===== src/rtl/dr_pkg.sv =====
package dr_pkg;

    typedef enum logic {
        C_LOW  = 1'b0,
        C_HIGH = 1'b1
    } c_state_e;

endpackage


===== src/rtl/dr_celem.sv =====
module dr_celem
    import dr_pkg::*;
(
    input  logic clk,
    input  logic rst_n,
    input  logic x,
    input  logic y,
    output logic z
);

    c_state_e state_q;
    c_state_e state_d;

    always_ff @(posedge clk or negedge rst_n) begin
        if (!rst_n) state_q <= C_LOW;
        else        state_q <= state_d;
    end

    always_comb begin
        state_d = state_q;
        unique case (state_q)
            C_LOW:  if (x && y)   state_d = C_HIGH;   // rise
            C_HIGH: if (!x && !y) state_d = C_LOW;    // fall
            default: state_d = C_LOW;
        endcase
    end

    always_comb begin
        z = (state_q == C_HIGH);
    end

    p_rise_both_high_r1: assert property (@(posedge clk) disable iff (!rst_n)
        $rose(z) |-> $past(x && y));

    p_fall_both_low_r1: assert property (@(posedge clk) disable iff (!rst_n)
        $fell(z) |-> $past(!x && !y));

endmodule


===== src/rtl/dr_fa_cell.sv =====
module dr_fa_cell (
    input  logic clk,
    input  logic rst_n,
    input  logic a_t,
    input  logic a_f,
    input  logic b_t,
    input  logic b_f,
    input  logic cin_t,
    input  logic cin_f,
    output logic sum_t,
    output logic sum_f,
    output logic cout_t,
    output logic cout_f
);

    logic m_f_t;   // A=0, B=1
    logic m_t_f;   // A=1, B=0
    logic m_gen;   // A=1, B=1
    logic m_kil;   // A=0, B=0
    logic prop;
    logic eqv;
    logic s_eq_c1, s_pr_c0, s_eq_c0, s_pr_c1;

    dr_celem u_mft (.clk(clk), .rst_n(rst_n), .x(a_f), .y(b_t), .z(m_f_t));
    dr_celem u_mtf (.clk(clk), .rst_n(rst_n), .x(a_t), .y(b_f), .z(m_t_f));
    dr_celem u_gen (.clk(clk), .rst_n(rst_n), .x(a_t), .y(b_t), .z(m_gen));
    dr_celem u_kil (.clk(clk), .rst_n(rst_n), .x(a_f), .y(b_f), .z(m_kil));

    assign prop = m_f_t | m_t_f;
    assign eqv  = m_gen | m_kil;

    dr_celem u_eq1 (.clk(clk), .rst_n(rst_n), .x(eqv),  .y(cin_t), .z(s_eq_c1));
    dr_celem u_pr0 (.clk(clk), .rst_n(rst_n), .x(prop), .y(cin_f), .z(s_pr_c0));
    dr_celem u_eq0 (.clk(clk), .rst_n(rst_n), .x(eqv),  .y(cin_f), .z(s_eq_c0));
    dr_celem u_pr1 (.clk(clk), .rst_n(rst_n), .x(prop), .y(cin_t), .z(s_pr_c1));

    assign sum_t = s_eq_c1 | s_pr_c0;
    assign sum_f = s_eq_c0 | s_pr_c1;

    // input-incomplete AND-OR carry gates
    assign cout_t = (prop & cin_t) | m_gen;
    assign cout_f = (prop & cin_f) | m_kil;

    p_sum_excl_r4: assert property (@(posedge clk) disable iff (!rst_n)
        !(sum_t && sum_f));

    p_cout_excl_r4: assert property (@(posedge clk) disable iff (!rst_n)
        !(cout_t && cout_f));

    p_sum_rise_after_inputs_r5: assert property (@(posedge clk) disable iff (!rst_n)
        $rose(sum_t || sum_f) |-> $past((cin_t || cin_f) && (prop || eqv)));

    p_sum_fall_after_cin_r6: assert property (@(posedge clk) disable iff (!rst_n)
        $fell(sum_t || sum_f) |-> $past(!cin_t && !cin_f));

    p_cout_needs_operands_r9: assert property (@(posedge clk) disable iff (!rst_n)
        (cout_t || cout_f) |-> $past(a_t || a_f || b_t || b_f));

endmodule


===== src/rtl/dr_weak_rca.sv =====
module dr_weak_rca #(
    parameter int WIDTH = 32
) (
    input  logic             clk,
    input  logic             rst_n,
    input  logic [WIDTH-1:0] a_t,
    input  logic [WIDTH-1:0] a_f,
    input  logic [WIDTH-1:0] b_t,
    input  logic [WIDTH-1:0] b_f,
    input  logic             cin_t,
    input  logic             cin_f,
    output logic [WIDTH-1:0] sum_t,
    output logic [WIDTH-1:0] sum_f,
    output logic             cout_t,
    output logic             cout_f
);

    localparam int CHAIN = WIDTH + 1;

    logic [CHAIN-1:0] car_t;
    logic [CHAIN-1:0] car_f;

    assign car_t[0] = cin_t;
    assign car_f[0] = cin_f;

    for (genvar i = 0; i < WIDTH; i++) begin : g_bit
        dr_fa_cell u_cell (
            .clk    (clk),
            .rst_n  (rst_n),
            .a_t    (a_t[i]),
            .a_f    (a_f[i]),
            .b_t    (b_t[i]),
            .b_f    (b_f[i]),
            .cin_t  (car_t[i]),
            .cin_f  (car_f[i]),
            .sum_t  (sum_t[i]),
            .sum_f  (sum_f[i]),
            .cout_t (car_t[i+1]),
            .cout_f (car_f[i+1])
        );
    end

    assign cout_t = car_t[WIDTH];
    assign cout_f = car_f[WIDTH];

    p_outputs_spacer_at_reset_r2: assert property (@(posedge clk)
        !rst_n |=> (sum_t == '0 && sum_f == '0 && !cout_t && !cout_f));

endmodule


===== config.mk =====
export PLATFORM = sky130hd
export DESIGN_NAME = dr_weak_rca
export DESIGN_NICKNAME = d
export VERILOG_FILES = /design/src/rtl/dr_pkg.sv /design/src/rtl/dr_celem.sv /design/src/rtl/dr_fa_cell.sv /design/src/rtl/dr_weak_rca.sv
export SDC_FILE = /design/constraint.sdc
export NUM_CORES = 1
export LEC_CHECK = 0
export ABC_AREA = 1
export BUFFER_PORTS_ARGS = -buffer_cell sky130_fd_sc_hd__buf_4
export CAP_MARGIN = 0
export CORE_UTILIZATION = 55
export CTS_CLUSTER_DIAMETER = 40
export CTS_CLUSTER_SIZE = 10
export DETAILED_ROUTE_END_ITERATION = 8
export PLACE_DENSITY_LB_ADDON = 0.15
export SLEW_MARGIN = 0
export SYNTH_ARGS = -nofsm -noshare
export SYNTH_HDL_FRONTEND = slang
export SYNTH_SLANG_ARGS = --single-unit

===== constraint.sdc =====
create_clock -name clk -period 6.6 [get_ports clk]
set_input_delay 0.66 -clock clk [delete_from_list [all_inputs] [get_ports clk]]
set_output_delay 0.66 -clock clk [all_outputs]
set_load 0.005 [all_outputs]

==> flow_summary.yaml, run 1 <==
logic_synthesis:
  yosys.area.top_type_share_pct: 52.3
  syn-num-nets: 1396
  syn-mean-instance-area_um2: 9.68
  netlist_instances: 1264
  ys_ff_latch: 256
  ys_seq_area_share_pct: 52.3
  ys_top_cells_by_area: "dfrtp_1 (52%), maj3_1 (11%), inv_1 (6.8%)"
  yosysTopAreaCell: "dfrtp_1"
  syn_area_um2: 12200
  netlist-cell-type-count: 25
  synthesis.yosys.warnings: 0
routing:
  m1WireLength_um: 9680
  met3WireLength_um: 1430
  detailedRoute.firstIterationViolations: 259
  route.detailed.drc: 0
  antenna_left: 0
  postRouteWirelength_um: 22100
  detail_route.wl_per_cell_um: 12.7
  per_cell_via_count_in_the_routed_design: 4.68
  first_pass_iters: 4
  via_count: 8165
  top_layer: "met4"
  wl_met2_um: 10500
clock_tree:
  tritoncts: "yes"
  ctsHtreeMaxLevel: 2
  cts_root_buffer: "clkbuf_16"
  worst_setup_hold_path_clk_slew_ns: 0.05
  clk-insertion-delay-late_ns: 0.50
  clock_sinks: 256
  cts.hold.buffers_added: 0
  cts-root-to-sink-buffers: 3
  cts_made_buffers: 39
floorplanning:
  floorplan.die.width_um: 151
  die_y_um: 151
  die_area_um2: 22900
  floorplan.io_pins: 198
  num_rows: 54
  floorplan.initialDensity_pct: 56.1
  placeable_area_um2: 21800
sta:
  worst_pin_slew_ns: 0.962
  final-setup-viol-count: 0
  fmax_mhz: 166
  fin_crit_sh_pct: 91.4
  max-slew-margin-rel_pct: 35.9
  layout_setup_ws_ns: 0.566
  slew_violations: 0
  final.setup.tns_ns: 0
  clock_skew_ns: 0.0137
  grt_setup_unrepaired: "yes"
  timing.final.hold_violations: 0
  layout_min_cycle_time_ns: 6.03
place:
  globalplace.congestion: 0.830
  portBuffers: 197
  place_area_um2: 13600
  place_inst: 1678
  dpl_worst_slack_ns: 0.724
  detailedPlacementHpwl_um: 16400
status:
  status: "finished, final reports clean"
worst_setup_path:
  launch_point_of_the_critical_path: "g_bit[0].u_cell.u_mtf.z"
  timing.critical_path.fanout_max: 5
  setup.worst_path.end_class: "primary output"
  worst_path_most_repeated_cell: "nand2_4"
  crit_arrival_ns: 5.37
  worstSetupPathType: "flip-flop to primary output"
  rr_startpoint: "g_bit[0].u_cell.u_mtf.z"
  cp_data_required_time_ns: 5.94
  crit_path_start_kind: "flip-flop"
  crit_slowest_cell: "dfrtp_2"
  slowest_delay_ns: 0.44
power:
  vdd_ir_drop_max_mv: 0.210
  post-layout-total-power_mw: 4.58
  power.leakage_nw: 7.26
  power_density_over_the_cells_nw_per_um2: 307
cells_and_area:
  postLayoutCellArea_um2: 14900
  antenna-diode-count: 0
  finalNetCount: 1571
  drive_above_1_share_pct: 29.7
  area.growth.synth_to_final_pct: 22.0
  nFillCells: 1719
  commonest_cells_after_routing_fill_and_taps_aside: "dfrtp_1 (254), inv_1 (221), buf_4 (196)"
  layout_commonest_cell: "dfrtp_1"
  layout.cells.non_filler: 1743
grt:
  largest_net_degree_at_the_start_of_global_routing: 177
  grt_antenna_before_repair: 0
  first_global_vias: 8156
  grt.overflow.total: 0
  grt_pass1_wl_um: 36700
  overall_global_routing_resource_usage_pct: 20.1
min_path:
  timing.hold.worst.class: "input pin to asynchronous set/reset pin"
flow_run:
  max_cap_viol_count: 0
[cells by family after synthesis]
kind of cell,synth area share [%]
DFF,52.3
adders and majority gates,11.1
AOI/OAI and AO/OA,5.21
buffers and inverters,12.2
and+or+nand+nor,19.1
[final cells by class]
| class | count | area (um^2) | share of cell area (%) |
|---|---|---|---|
| tap | 280 | 350 | 2.35 |
| timing repair buffer | 198 | 1510 | 10.1 |
| clock buffer | 49 | 1110 | 7.40 |
| clock inverter | 16 | 180 | 1.21 |
| multi-input combinational | 693 | 4370 | 29.3 |
| inverter | 251 | 1010 | 6.78 |
| sequential | 256 | 6410 | 42.9 |
[metal layers]
layer,vias up,GRT usage [%]
met5,-,0
met4,0,6.40
met3,38,5.30
met2,167,33.1
met1,3792,25.8
li1,4168,-
[state kept, by name (all words and copies together) (netlist names)]
name                  flops
g_bit.u_cell.u_eq1.z     32
g_bit.u_cell.u_pr0.z     32
g_bit.u_cell.u_pr1.z     32
g_bit.u_cell.u_mtf.z     32
g_bit.u_cell.u_kil.z     32
g_bit.u_cell.u_mft.z     32
g_bit.u_cell.u_gen.z     32
g_bit.u_cell.u_eq0.z     32
[synth_stat cells (all sizes together)]
master,number
dfrtp,256
nand2,248
inv,240
nor2,157
maj3,136
o21ai,73
buf,64
a21oi,53
or2,18
clkinv,9
nand3,6
bufinv,2
nor3,1
o31ai,1
[critical path: cells and delay by family, from the launching register on]
family,cells,cell delay [ns]
simple gates,63,4.11
flops,1,0.44
compound gates,1,0.18
buf+inv,1,0.12
[repair_timing]
action,4_1_cts,5_1_grt
hold endpoints to repair,0,0
setup buffers,0,0
resized for setup,0,9
setup endpoints to repair,0,2
[stage by stage]
step                      hold WS (ns)  utilization (%)
after floorplan                  0.364                -
after global placement           0.462             62.4
after detailed placement         0.469             62.4
after CTS                        0.159             68.3
after global routing             0.173             68.4
final                            0.129             68.4
[power breakdown]
| group | switching (mW) | internal (mW) | total [mW] | leakage (nW) |
|---|---|---|---|---|
| Clock | 0.692 | 1.30 | 1.99 | 0.624 |
| Combinational | 0.416 | 0.300 | 0.716 | 3.93 |
| Sequential | 0.107 | 1.77 | 1.87 | 2.71 |
| Total | 1.21 | 3.36 | 4.58 | 7.26 |
[final timing paths]
| kind | to | slack [ns] | cells after the start |
|---|---|---|---|
| max | cout_t | 0.57 | 65 |
| min | g_bit[5].u_cell.u_mft.z | 0.13 | 1 |
| max reg2reg | g_bit[31].u_cell.u_pr1.z | 1.71 | 64 |
| min reg2reg | g_bit[3].u_cell.u_pr0.z | 0.48 | 1 |
| max in group asynchronous | g_bit[31].u_cell.u_pr1.z | 5.11 | 2 |
| min in group clk | g_bit[0].u_cell.u_eq1.z | 0.40 | 3 |
No activity file was read; power rests on OpenSTA's default activity.
==> inputs of run 2 (changes only) <==
--- a/config.mk
+++ b/config.mk
@@ -6,12 +6,13 @@
 export NUM_CORES = 1
 export LEC_CHECK = 0
 export ABC_AREA = 1
-export BUFFER_PORTS_ARGS = -buffer_cell sky130_fd_sc_hd__buf_4
 export CAP_MARGIN = 0
+export CORE_ASPECT_RATIO = 0.8
 export CORE_UTILIZATION = 55
 export CTS_CLUSTER_DIAMETER = 40
 export CTS_CLUSTER_SIZE = 10
 export DETAILED_ROUTE_END_ITERATION = 8
+export DONT_BUFFER_PORTS = 1
 export PLACE_DENSITY_LB_ADDON = 0.15
 export SLEW_MARGIN = 0
 export SYNTH_ARGS = -nofsm -noshare
==> run 2 against run 1 <==
Net effect: the run now ends with hold timing left; cell area down 11%; utilization fell by 7.2 points; die area about the same; setup slack better by 0.060 ns; power decreased by 6.0%; worst hold slack worse by 0.26 ns; critical path depth down 2; combinational power down 18%; flip-flop and latch count stayed put; critical endpoint unchanged; largest cell class unchanged; largest power group is now sequential cells.
==> flow_summary.yaml, run 2 (synthesis gave the netlist of run 1 again) <==
clock_tree:
  cts_root_buffer: "clkbuf_16"
  worst_setup_hold_path_clk_slew_ns: 0.05
  clock_sinks: 256
  cts_made_buffers: 36
  ctsHtreeMaxLevel: 2
  cts_setup_buffers: 0
  clk-insertion-delay-late_ns: 0.50
  tritoncts: "yes"
  cts-root-to-sink-buffers: 3
worst_setup_path:
  critical_path.reg2reg.endpoint: "g_bit[31].u_cell.u_pr1.z"
  timing.critical_path.fanout_max: 4
  rr_startpoint: "g_bit[1].u_cell.u_mtf.z"
  path_buf_inv: 0
  reg2regPathDepth: 63
  cp_data_required_time_ns: 5.94
  crit_slowest_cell: "dfrtp_1"
  crit_arrival_ns: 5.31
  rrSetupSlack_ns: 1.67
  slowest_delay_ns: 0.38
  setup.worst_path.end_class: "primary output"
  worstSetupPathType: "flip-flop to primary output"
  worst_path_most_repeated_cell: "nand2_4"
  worst_path_dominant_cell_family: "simple AND/OR/NAND/NOR gates"
  crit_path_start_kind: "flip-flop"
floorplanning:
  num_rows: 48
  placeable_area_um2: 21700
  die_area_um2: 22900
  die_y_um: 135
  floorplan.initialDensity_pct: 56.5
  floorplan.die.width_um: 169
  floorplan.io_pins: 198
grt:
  largest_net_degree_at_the_start_of_global_routing: 257
  grt_pass1_wl_um: 35400
  first_global_vias: 7324
  grt_antenna_before_repair: 0
  grt.overflow.total: 0
  overall_global_routing_resource_usage_pct: 19.4
cells_and_area:
  drive_above_1_share_pct: 17.8
  nFillCells: 1816
  area.growth.synth_to_final_pct: 8.55
  commonest_cells_after_routing_fill_and_taps_aside: "dfrtp_1 (255), inv_1 (221), nor2_1 (153)"
  layout_commonest_cell: "dfrtp_1"
  finalNetCount: 1370
  antenna-diode-count: 0
sta:
  max-slew-margin-rel_pct: 47.9
  timing.final.hold_violations: 137
  worst_pin_slew_ns: 0.781
  final.setup.tns_ns: 0
  layout_min_cycle_time_ns: 5.97
  clock_skew_ns: 0.0137
  slew_violations: 0
  hold-worst-slack_ns: -0.129
  final-setup-viol-count: 0
  fmax_mhz: 167
  fin_crit_sh_pct: 90.5
  grt_setup_unrepaired: "no"
power:
  vdd_ir_drop_max_mv: 0.224
  power.leakage_nw: 6.26
  power_density_over_the_cells_nw_per_um2: 324
flow_run:
  max_cap_viol_count: 0
routing:
  route.detailed.drc: 0
  via_count: 7329
  first_pass_iters: 5
  postRouteWirelength_um: 21200
  detail_route.wl_per_cell_um: 13.6
  per_cell_via_count_in_the_routed_design: 4.71
  detailedRoute.firstIterationViolations: 394
  antenna_left: 0
place:
  globalplace.congestion: 0.814
  detailedPlacementHpwl_um: 15600
  portBuffers: 0
min_path:
  timing.hold.worst.class: "input pin to asynchronous set/reset pin"
status:
  violations_in_the_final_reports: "hold timing"
  status: "finished, violations left"
==> run 2: cell types whose count changed in the layout (fill, tap and decap cells not counted), sizes merged <==
cell      before  now
bufinv         5    6
clkbuf        49   44
clkinv        18   14
clkinvlp       4    2
buf          198    0
==> run 2: repair_timing <==
item                                    4_1_cts  5_1_grt
gates resized for setup                       0        2
endpoints found under the hold margin       256      256
endpoints found under the setup margin        0        1
==> run 2: stage by stage <==
step / instances / area (um^2) / setup WS (ns) / power, mW / utilization, %
floorplan: 1264 / 12200 / 1.43 / 2.39 / -
global placement: 1500 / 12100 / 1.08 / 2.47 / 56.0
detailed placement: 1500 / 12100 / 0.930 / 2.49 / 56.0
CTS: 1555 / 13300 / 0.559 / 4.37 / 61.3
global route: 1555 / 13300 / 0.00278 / 4.54 / 61.3
finish: 1555 / 13300 / 0.625 / 4.31 / 61.3
==> run 2: layout make-up <==
class | count | area (um^2) | area share [%]
sequential | 256 | 6410 | 48.2
multi-input combinational | 693 | 4340 | 32.7
inverter | 251 | 1010 | 7.62
clock buffer | 44 | 982 | 7.39
tap | 300 | 375 | 2.83
clock inverter | 11 | 164 | 1.23
==> run 2: worst reg2reg max path: cells and delay by family (launching register included) <==
family	cells	cell delay, ns
AND/OR/NAND/NOR	63	4.49
flip-flops	1	0.38
==> run 2: worst max-delay path by stage <==
| stage | startpoint | endpoint | slack (ns) | cells past startpoint |
|---|---|---|---|---|
| global placement | cin_f | cout_f | 1.08 | 64 |
| global route | g_bit[0].u_cell.u_mtf.z | cout_f | 0.003 | 64 |
| detailed placement | cin_t | cout_t | 0.93 | 64 |
| floorplan | cin_f | cout_f | 1.43 | 64 |
| finish | g_bit[1].u_cell.u_mtf.z | cout_t | 0.63 | 63 |
| CTS | g_bit[0].u_cell.u_mft.z | cout_t | 0.56 | 64 |
==> run 2: where the power goes <==
part / leakage [nW] / internal (mW) / switching (mW)
logic: 3.00 / 0.231 / 0.357
clock network: 0.559 / 1.20 / 0.648
registers: 2.71 / 1.77 / 0.105
total: 6.26 / 3.20 / 1.11
==> run 2: metal layers <==
metal	track usage (%)	vias to the layer above	routed length, um
li1	-	3781	-
met3	7.65	27	1990
met5	0	-	0
met4	6.16	0	343
met1	27.3	3353	10100
met2	27.2	168	8780
